## config.mk

```make
export PLATFORM = sky130hd
export DESIGN_NAME = mvcore
export DESIGN_NICKNAME = d
export VERILOG_FILES = /design/src/rtl/mvcore_pkg.sv /design/src/rtl/mvcore_regfile.sv /design/src/rtl/mvcore_alu.sv /design/src/rtl/mvcore_ctrl.sv /design/src/rtl/mvcore.sv
export SDC_FILE = /design/constraint.sdc
export NUM_CORES = 1
export LEC_CHECK = 0
export ABC_AREA = 1
export BUFFER_PORTS_ARGS = -buffer_cell sky130_fd_sc_hd__buf_2
export CELL_PAD_IN_SITES_DETAIL_PLACEMENT = 1
export CELL_PAD_IN_SITES_GLOBAL_PLACEMENT = 2
export CORE_MARGIN = 1
export CORE_UTILIZATION = 32
export CTS_CLUSTER_DIAMETER = 40
export DETAILED_ROUTE_END_ITERATION = 7
export PLACE_DENSITY = 0.84
export SETUP_SLACK_MARGIN = 0.05
export SLEW_MARGIN = 20
export SYNTH_ARGS = -nofsm -noshare
export SYNTH_HDL_FRONTEND = slang
export SYNTH_SLANG_ARGS = --single-unit
```

## constraint.sdc

```tcl
create_clock -name clk -period 3.1 [get_ports clk]
set_input_delay 0.31 -clock clk [delete_from_list [all_inputs] [get_ports clk]]
set_output_delay 0.31 -clock clk [all_outputs]
set_load 0.05 [all_outputs]
```

## src/rtl/mvcore_pkg.sv

```systemverilog
package mvcore_pkg;

  localparam int OP_W   = 8;
  localparam int CODE_W = 4;

  localparam logic [OP_W-1:0] OP_MOV   = 8'h01;
  localparam logic [OP_W-1:0] OP_MOVI  = 8'h02;
  localparam logic [OP_W-1:0] OP_LOAD  = 8'h03;
  localparam logic [OP_W-1:0] OP_STORE = 8'h04;
  localparam logic [OP_W-1:0] OP_STI   = 8'h05;
  localparam logic [OP_W-1:0] OP_PUSH  = 8'h06;
  localparam logic [OP_W-1:0] OP_POP   = 8'h07;
  localparam logic [OP_W-1:0] OP_AND   = 8'h10;

  typedef enum logic [1:0] {
    ST_EXEC,
    ST_IMM,
    ST_MEM,
    ST_ALU
  } state_e;

endpackage

```

## src/rtl/mvcore_regfile.sv

```systemverilog
module mvcore_regfile #(
  parameter int DW   = 16,
  parameter int NREG = 8,
  localparam int IDXW = (NREG > 1) ? $clog2(NREG) : 1
) (
  input  logic            clk,
  input  logic            rst,
  input  logic            we,
  input  logic [IDXW-1:0] widx,
  input  logic [DW-1:0]   wdata,
  input  logic [IDXW-1:0] ra_idx,
  input  logic [IDXW-1:0] rb_idx,
  output logic [DW-1:0]   ra_data,
  output logic [DW-1:0]   rb_data
);

  logic [DW-1:0] regs_q [NREG];

  for (genvar g = 0; g < NREG; g++) begin : g_reg
    always_ff @(posedge clk) begin
      if (rst) begin
        regs_q[g] <= '0;
      end else if (we && (widx == IDXW'(g))) begin
        regs_q[g] <= wdata;
      end
    end
  end

  assign ra_data = regs_q[ra_idx];
  assign rb_data = regs_q[rb_idx];

endmodule

```

## src/rtl/mvcore_alu.sv

```systemverilog
module mvcore_alu #(
  parameter int DW = 16
) (
  input  logic [1:0]    op,
  input  logic [DW-1:0] a,
  input  logic [DW-1:0] b,
  output logic [DW-1:0] y
);

  always_comb begin
    unique case (op)
      2'd0:    y = a & b;
      2'd1:    y = a | b;
      2'd2:    y = a ^ b;
      default: y = ~b;
    endcase
  end

endmodule

```

## src/rtl/mvcore_ctrl.sv

```systemverilog
module mvcore_ctrl
  import mvcore_pkg::*;
#(
  parameter int            DW       = 16,
  parameter int            NREG     = 8,
  parameter logic [DW-1:0] SP_RESET = 16'hFFFE,
  localparam int IDXW = (NREG > 1) ? $clog2(NREG) : 1
) (
  input  logic            clk,
  input  logic            rst,
  output logic [DW-1:0]   mem_addr,
  output logic [DW-1:0]   mem_wdata,
  input  logic [DW-1:0]   mem_rdata,
  output logic            mem_we,
  output logic [IDXW-1:0] rf_a_idx,
  output logic [IDXW-1:0] rf_b_idx,
  input  logic [DW-1:0]   rf_a_data,
  input  logic [DW-1:0]   rf_b_data,
  output logic            rf_we,
  output logic [IDXW-1:0] rf_widx,
  output logic [DW-1:0]   rf_wdata,
  output logic [1:0]      alu_op,
  output logic [DW-1:0]   alu_a,
  output logic [DW-1:0]   alu_b,
  input  logic [DW-1:0]   alu_y
);

  localparam logic [CODE_W-1:0] SP_CODE = CODE_W'(NREG);
  localparam logic [CODE_W-1:0] IP_CODE = CODE_W'(NREG + 1);

  state_e              state_q, state_d;
  logic [DW-1:0]       ir_q, ir_d, imm_q, imm_d;
  logic [DW-1:0]       ip_q, ip_d, sp_q, sp_d;
  logic [DW-1:0]       instr;
  logic [OP_W-1:0]     opc;
  logic [CODE_W-1:0]   a_code, b_code;
  logic [DW-1:0]       a_val, b_val;
  logic                is_alu;
  logic                wr_en;
  logic [CODE_W-1:0]   wr_code;
  logic [DW-1:0]       wr_val;

  // Decode from the live memory word while fetching, from the held word after.
  always_comb begin
    instr  = (state_q == ST_EXEC) ? mem_rdata : ir_q;
    opc    = instr[15:8];
    a_code = instr[7:4];
    b_code = instr[3:0];
    is_alu = (opc[7:2] == OP_AND[7:2]);
  end

  assign rf_a_idx = a_code[IDXW-1:0];
  assign rf_b_idx = b_code[IDXW-1:0];
  assign a_val = (a_code < SP_CODE) ? rf_a_data : (a_code == SP_CODE) ? sp_q : '0;
  assign b_val = (b_code < SP_CODE) ? rf_b_data : (b_code == SP_CODE) ? sp_q : '0;
  assign alu_op = opc[1:0];
  assign alu_a  = a_val;
  assign alu_b  = b_val;

  always_comb begin
    state_d   = ST_EXEC;
    ir_d      = ir_q;
    imm_d     = imm_q;
    ip_d      = ip_q;
    sp_d      = sp_q;
    mem_addr  = ip_q;
    mem_we    = 1'b0;
    mem_wdata = '0;
    wr_en     = 1'b0;
    wr_code   = a_code;
    wr_val    = '0;
    unique case (state_q)
      ST_EXEC: begin
        ir_d = mem_rdata;
        ip_d = ip_q + DW'(1);
        if (opc == OP_MOV) begin
          wr_en  = 1'b1;
          wr_val = b_val;
        end else if (opc == OP_MOVI || opc == OP_STI) begin
          state_d = ST_IMM;
        end else if (opc == OP_LOAD || opc == OP_STORE ||
                     opc == OP_PUSH || opc == OP_POP) begin
          state_d = ST_MEM;
        end else if (is_alu) begin
          state_d = ST_ALU;
        end
      end
      ST_IMM: begin
        ip_d  = ip_q + DW'(1);
        imm_d = mem_rdata;
        if (opc == OP_MOVI) begin
          wr_en  = 1'b1;
          wr_val = mem_rdata;
        end else begin
          state_d = ST_MEM;
        end
      end
      ST_MEM: begin
        unique case (opc)
          OP_LOAD: begin
            mem_addr = b_val;
            wr_en    = 1'b1;
            wr_val   = mem_rdata;
          end
          OP_STORE: begin
            mem_addr  = a_val;
            mem_we    = 1'b1;
            mem_wdata = b_val;
          end
          OP_STI: begin
            mem_addr  = a_val;
            mem_we    = 1'b1;
            mem_wdata = imm_q;
          end
          OP_PUSH: begin
            mem_addr  = sp_q - DW'(1);
            mem_we    = 1'b1;
            mem_wdata = b_val;
            sp_d      = sp_q - DW'(1);
          end
          default: begin
            mem_addr = sp_q;
            sp_d     = sp_q + DW'(1);
            wr_en    = 1'b1;
            wr_val   = mem_rdata;
          end
        endcase
      end
      default: begin
        wr_en  = 1'b1;
        wr_val = alu_y;
      end
    endcase
    // Writes to SP or IP override the implicit step.
    if (wr_en && wr_code == SP_CODE) sp_d = wr_val;
    if (wr_en && wr_code == IP_CODE) ip_d = wr_val;
  end

  assign rf_we    = wr_en && (wr_code < SP_CODE);
  assign rf_widx  = wr_code[IDXW-1:0];
  assign rf_wdata = wr_val;

  always_ff @(posedge clk) begin
    if (rst) begin
      state_q <= ST_EXEC;
      ir_q    <= '0;
      imm_q   <= '0;
      ip_q    <= '0;
      sp_q    <= SP_RESET;
    end else begin
      state_q <= state_d;
      ir_q    <= ir_d;
      imm_q   <= imm_d;
      ip_q    <= ip_d;
      sp_q    <= sp_d;
    end
  end

  a_r1_reset_state: assert property (@(posedge clk) disable iff (rst)
    $past(rst) |-> (ip_q == '0 && sp_q == SP_RESET && state_q == ST_EXEC));

  a_r2_fetch_no_write: assert property (@(posedge clk) disable iff (rst)
    (state_q == ST_EXEC) |-> !mem_we);

  a_r11_write_only_in_mem: assert property (@(posedge clk) disable iff (rst)
    mem_we |-> (state_q == ST_MEM));

  a_r3_mov_one_cycle: assert property (@(posedge clk) disable iff (rst)
    (state_q == ST_EXEC && opc == OP_MOV) |=> (state_q == ST_EXEC));

  a_r6_alu_enter: assert property (@(posedge clk) disable iff (rst)
    (state_q == ST_EXEC && is_alu) |=> (state_q == ST_ALU));

  a_r6_alu_leave: assert property (@(posedge clk) disable iff (rst)
    (state_q == ST_ALU) |=> (state_q == ST_EXEC));

  a_r9_sti_sequence: assert property (@(posedge clk) disable iff (rst)
    (state_q == ST_EXEC && opc == OP_STI) |=> (state_q == ST_IMM) ##1 (state_q == ST_MEM));

  a_r10_push_dec: assert property (@(posedge clk) disable iff (rst)
    (state_q == ST_MEM && opc == OP_PUSH) |=> (sp_q == $past(sp_q) - DW'(1)));

  a_r10_pop_inc: assert property (@(posedge clk) disable iff (rst)
    (state_q == ST_MEM && opc == OP_POP && a_code != SP_CODE)
      |=> (sp_q == $past(sp_q) + DW'(1)));

  a_r5_ip_redirect: assert property (@(posedge clk) disable iff (rst)
    (wr_en && wr_code == IP_CODE) |=> (mem_addr == $past(wr_val)));

endmodule

```

## src/rtl/mvcore.sv

```systemverilog
module mvcore #(
  parameter int            DW       = 16,
  parameter int            NREG     = 8,
  parameter logic [DW-1:0] SP_RESET = 16'hFFFE
) (
  input  logic          clk,
  input  logic          rst,
  output logic [DW-1:0] mem_addr,
  output logic [DW-1:0] mem_wdata,
  input  logic [DW-1:0] mem_rdata,
  output logic          mem_we
);

  localparam int IDXW = (NREG > 1) ? $clog2(NREG) : 1;

  logic [IDXW-1:0] rf_a_idx, rf_b_idx, rf_widx;
  logic [DW-1:0]   rf_a_data, rf_b_data, rf_wdata;
  logic            rf_we;
  logic [1:0]      alu_op;
  logic [DW-1:0]   alu_a, alu_b, alu_y;

  mvcore_ctrl #(.DW(DW), .NREG(NREG), .SP_RESET(SP_RESET)) ctrl_i (
    .clk       (clk),
    .rst       (rst),
    .mem_addr  (mem_addr),
    .mem_wdata (mem_wdata),
    .mem_rdata (mem_rdata),
    .mem_we    (mem_we),
    .rf_a_idx  (rf_a_idx),
    .rf_b_idx  (rf_b_idx),
    .rf_a_data (rf_a_data),
    .rf_b_data (rf_b_data),
    .rf_we     (rf_we),
    .rf_widx   (rf_widx),
    .rf_wdata  (rf_wdata),
    .alu_op    (alu_op),
    .alu_a     (alu_a),
    .alu_b     (alu_b),
    .alu_y     (alu_y)
  );

  mvcore_regfile #(.DW(DW), .NREG(NREG)) regs_i (
    .clk     (clk),
    .rst     (rst),
    .we      (rf_we),
    .widx    (rf_widx),
    .wdata   (rf_wdata),
    .ra_idx  (rf_a_idx),
    .rb_idx  (rf_b_idx),
    .ra_data (rf_a_data),
    .rb_data (rf_b_data)
  );

  mvcore_alu #(.DW(DW)) alu_i (
    .op (alu_op),
    .a  (alu_a),
    .b  (alu_b),
    .y  (alu_y)
  );

endmodule

```

==> metrics <==
Syn Inst Count=2175; failing checks=negative setup slack; clock root cell=clkbuf_16; share of cells above drive strength 1=0.345; Crit-path slowest cell=dfxtp_4; critical-path cell list=buf_6, nor2_8, buf_6, nand2_2, o21ai_4, buf_12, buf_4, buf_4, nand3_2, nand3_2, nand2_1, inv_2, buf_4, nand2_1, nand3_2, nand2_2, nand2_2, buf_8; status=finished, violations left; Final nets=2585; FF-to-FF path depth=20; critical path startpoint category=flop; library cells used by synthesis=45; TritonCTS clock tree=built; peak supply drop=0.440 mV; hold buffer count at cts=0; final std cell area, no fill=22000 sq um; antenna violations before repair=3; max-cap violations=0; Initial Util=0.326; commonest non-fill, non-tap cell in the layout=nand2_1; Initial DRC Count=1588; Longest Clk Path Bufs=2; RSZ-0062 raised after global routing=yes; Slew Limit Headroom=0.274; via/cell ratio=5.60; # DRC=0; # setup viols final=220; gr ovfl total=0; flop and latch count out of synthesis=194; CTS H-tree depth=4; fin worst setup slack=-0.272 ns; crit share post-route=1.09; number of port buffers=50; asr flop ratio synth=0; Layout Utilization=0.497; ant diodes=0; vias in the first global route=17667; slew at the pin closest to its max-slew limit=1.09 ns; Synth warnings=0; Post-DRT Antenna Nets=0; sequential fraction of the synthesis area=0.358; Hold Fails Final Rpt=0; fmax=297 MHz; Avg Inst Size Synth=6.63 sq um; Setup crit end kind=output port; Total Routing Usage GR=0.331; total number of vias=17556; routed wire length=79700 um; Top Ports=51; post-route clock skew=0.0195 ns; clock sinks=194; Worst Path Arrival=3.06 ns; Site Rows=77; Hold WC Path Type=input port to flop; most frequent cells in the layout=nand2_1 (447), nor2_1 (331), nand3_1 (270); Net Count, Synth=2228; largest stage delay on the critical path=0.37 ns; Tmin final=3.37 ns; Multi-input gate area=9740 sq um; Layout fillers=5402; pwr dens=363 nW/um^2; max-slew violation count=0; Num CTS Buffers=17; worst hold path depth=3; die area=45900 sq um; kind of critical path=flop to output port; flop-to-flop setup slack=-0.20 ns; gpl congestion=0.963; Mapped Area=14400 sq um; first-pass GRT wire length=112000 um; Synth-to-Final Area Change=52.6%; Clock transition at path regs=0.08 ns; Most used DFF post-synth=edfxtp_1; worst endpoint required time=2.79 ns; Die Y=214 um; Die Width=214 um; largest net degree at the start of global routing=41; Clock Latency Late Sink=0.52 ns; final HPWL from detailed placement=52700 um; Pre-antenna DRT Iters=5; Cell Area, Placed=17500 sq um; Leakage=9.69 nW; core area=44300 sq um; number of flops mapped to enable cells by yosys=128; FF+latch area=5170 sq um; crit-path max FO=7; Hold WS=0.0937 ns; WL/cell=25.4 um
==> worst paths after layout <==
path	start	end
worst max-delay path	ctrl_i.state_q[1]	mem_addr[10]
worst max register to register	ctrl_i.state_q[1]	regs_i.regs_q[7][0]
worst min-delay path	mem_rdata[8]	ctrl_i.imm_q[8]
worst min register to register	ctrl_i.imm_q[3]	ctrl_i.imm_q[3]
==> cells in the mapped netlist (6+ instances only) <==
cell,count,area [sq um]
o21ai_0,76,380
nor3_1,11,55.1
buf_6,15,169
xor2_1,23,201
o21ai_2,9,78.8
o211ai_1,9,67.6
nor2_1,372,1400
dfxtp_1,66,1320
clkbuf_1,42,158
nor2_4,9,101
buf_4,9,67.6
nand2_1,568,2130
buf_1,6,22.5
a21oi_1,80,400
nand3b_1,7,52.6
buf_2,43,215
edfxtp_1,128,3840
nand4_1,19,119
inv_2,19,71.3
nand3_1,346,1730
o21ai_1,12,60.1
nand2_2,16,100
inv_1,209,785
ha_1,35,438
==> cell families after synthesis <==
kind of cell	share of synthesized area
and+or+nand+nor	0.413
muxes	0.000694
adders and majority gates	0.0304
DFF	0.358
AOI/OAI and AO/OA	0.0782
xor gates and xnor gates	0.0164
buffers and inverters	0.103
==> timing repair <==
| item | 4_1_cts | 5_1_grt |
|---|---|---|
| endpoints found under the hold margin | 0 | 0 |
| gates cloned | 14 | 8 |
| setup buffers | 90 | 40 |
| resized for setup | 388 | 248 |
| pin swaps | 94 | 92 |
| setup endpoints to repair | 294 | 303 |
==> power by group <==
group	total (mW)	leakage (nW)	switching, mW	internal [mW]
clock	2.55	0.309	1.25	1.30
sequential	2.90	1.86	0.0724	2.83
combinational	2.54	7.52	1.49	1.05
==> flip-flops by register name, summed over array words and instances, names as in the netlist <==
name,flops
ctrl_i.ir_q,16
ctrl_i.sp_q,16
ctrl_i.state_q,2
ctrl_i.imm_q,16
regs_i.regs_q,128
ctrl_i.ip_q,16
==> area by class of cell <==
class,count,share of cell area
clock buffers,17,0.0193
repair buffers,448,0.219
clock inverters,15,0.00955
inverters,228,0.0409
well taps,592,0.0337
repair inverters,1,0.000171
flip-flops and latches,194,0.235
multi-input cells,1642,0.443
==> per-stage QoR <==
stage / TNS [ns] / power (mW) / worst slack [ns] / cells
floorplan: -0.224 / 3.85 / -0.0320 / 2175
CTS: -4.18 / 7.70 / -0.189 / 3094
global placement: -5.39 / 4.72 / -0.167 / 2970
global route: -42.76 / 8.23 / -0.355 / 3137
finish: -17.00 / 8.00 / -0.272 / 3137
detailed placement: -14.74 / 4.77 / -0.217 / 2970
==> metal layers <==
metal / wire, um / track usage
met3: 6370 / 0.0511
met1: 32500 / 0.432
met2: 36700 / 0.533
met4: 4200 / 0.160
met5: 22 / 0
==> worst max-delay path: cells and delay by family, from the launching register on <==
| kind | cells | cell delay [ns] |
|---|---|---|
| buf+inv | 8 | 1.07 |
| simple gates | 9 | 0.94 |
| flops | 1 | 0.37 |
| compound gates | 1 | 0.15 |
No activity file was read; power rests on OpenSTA's default activity.
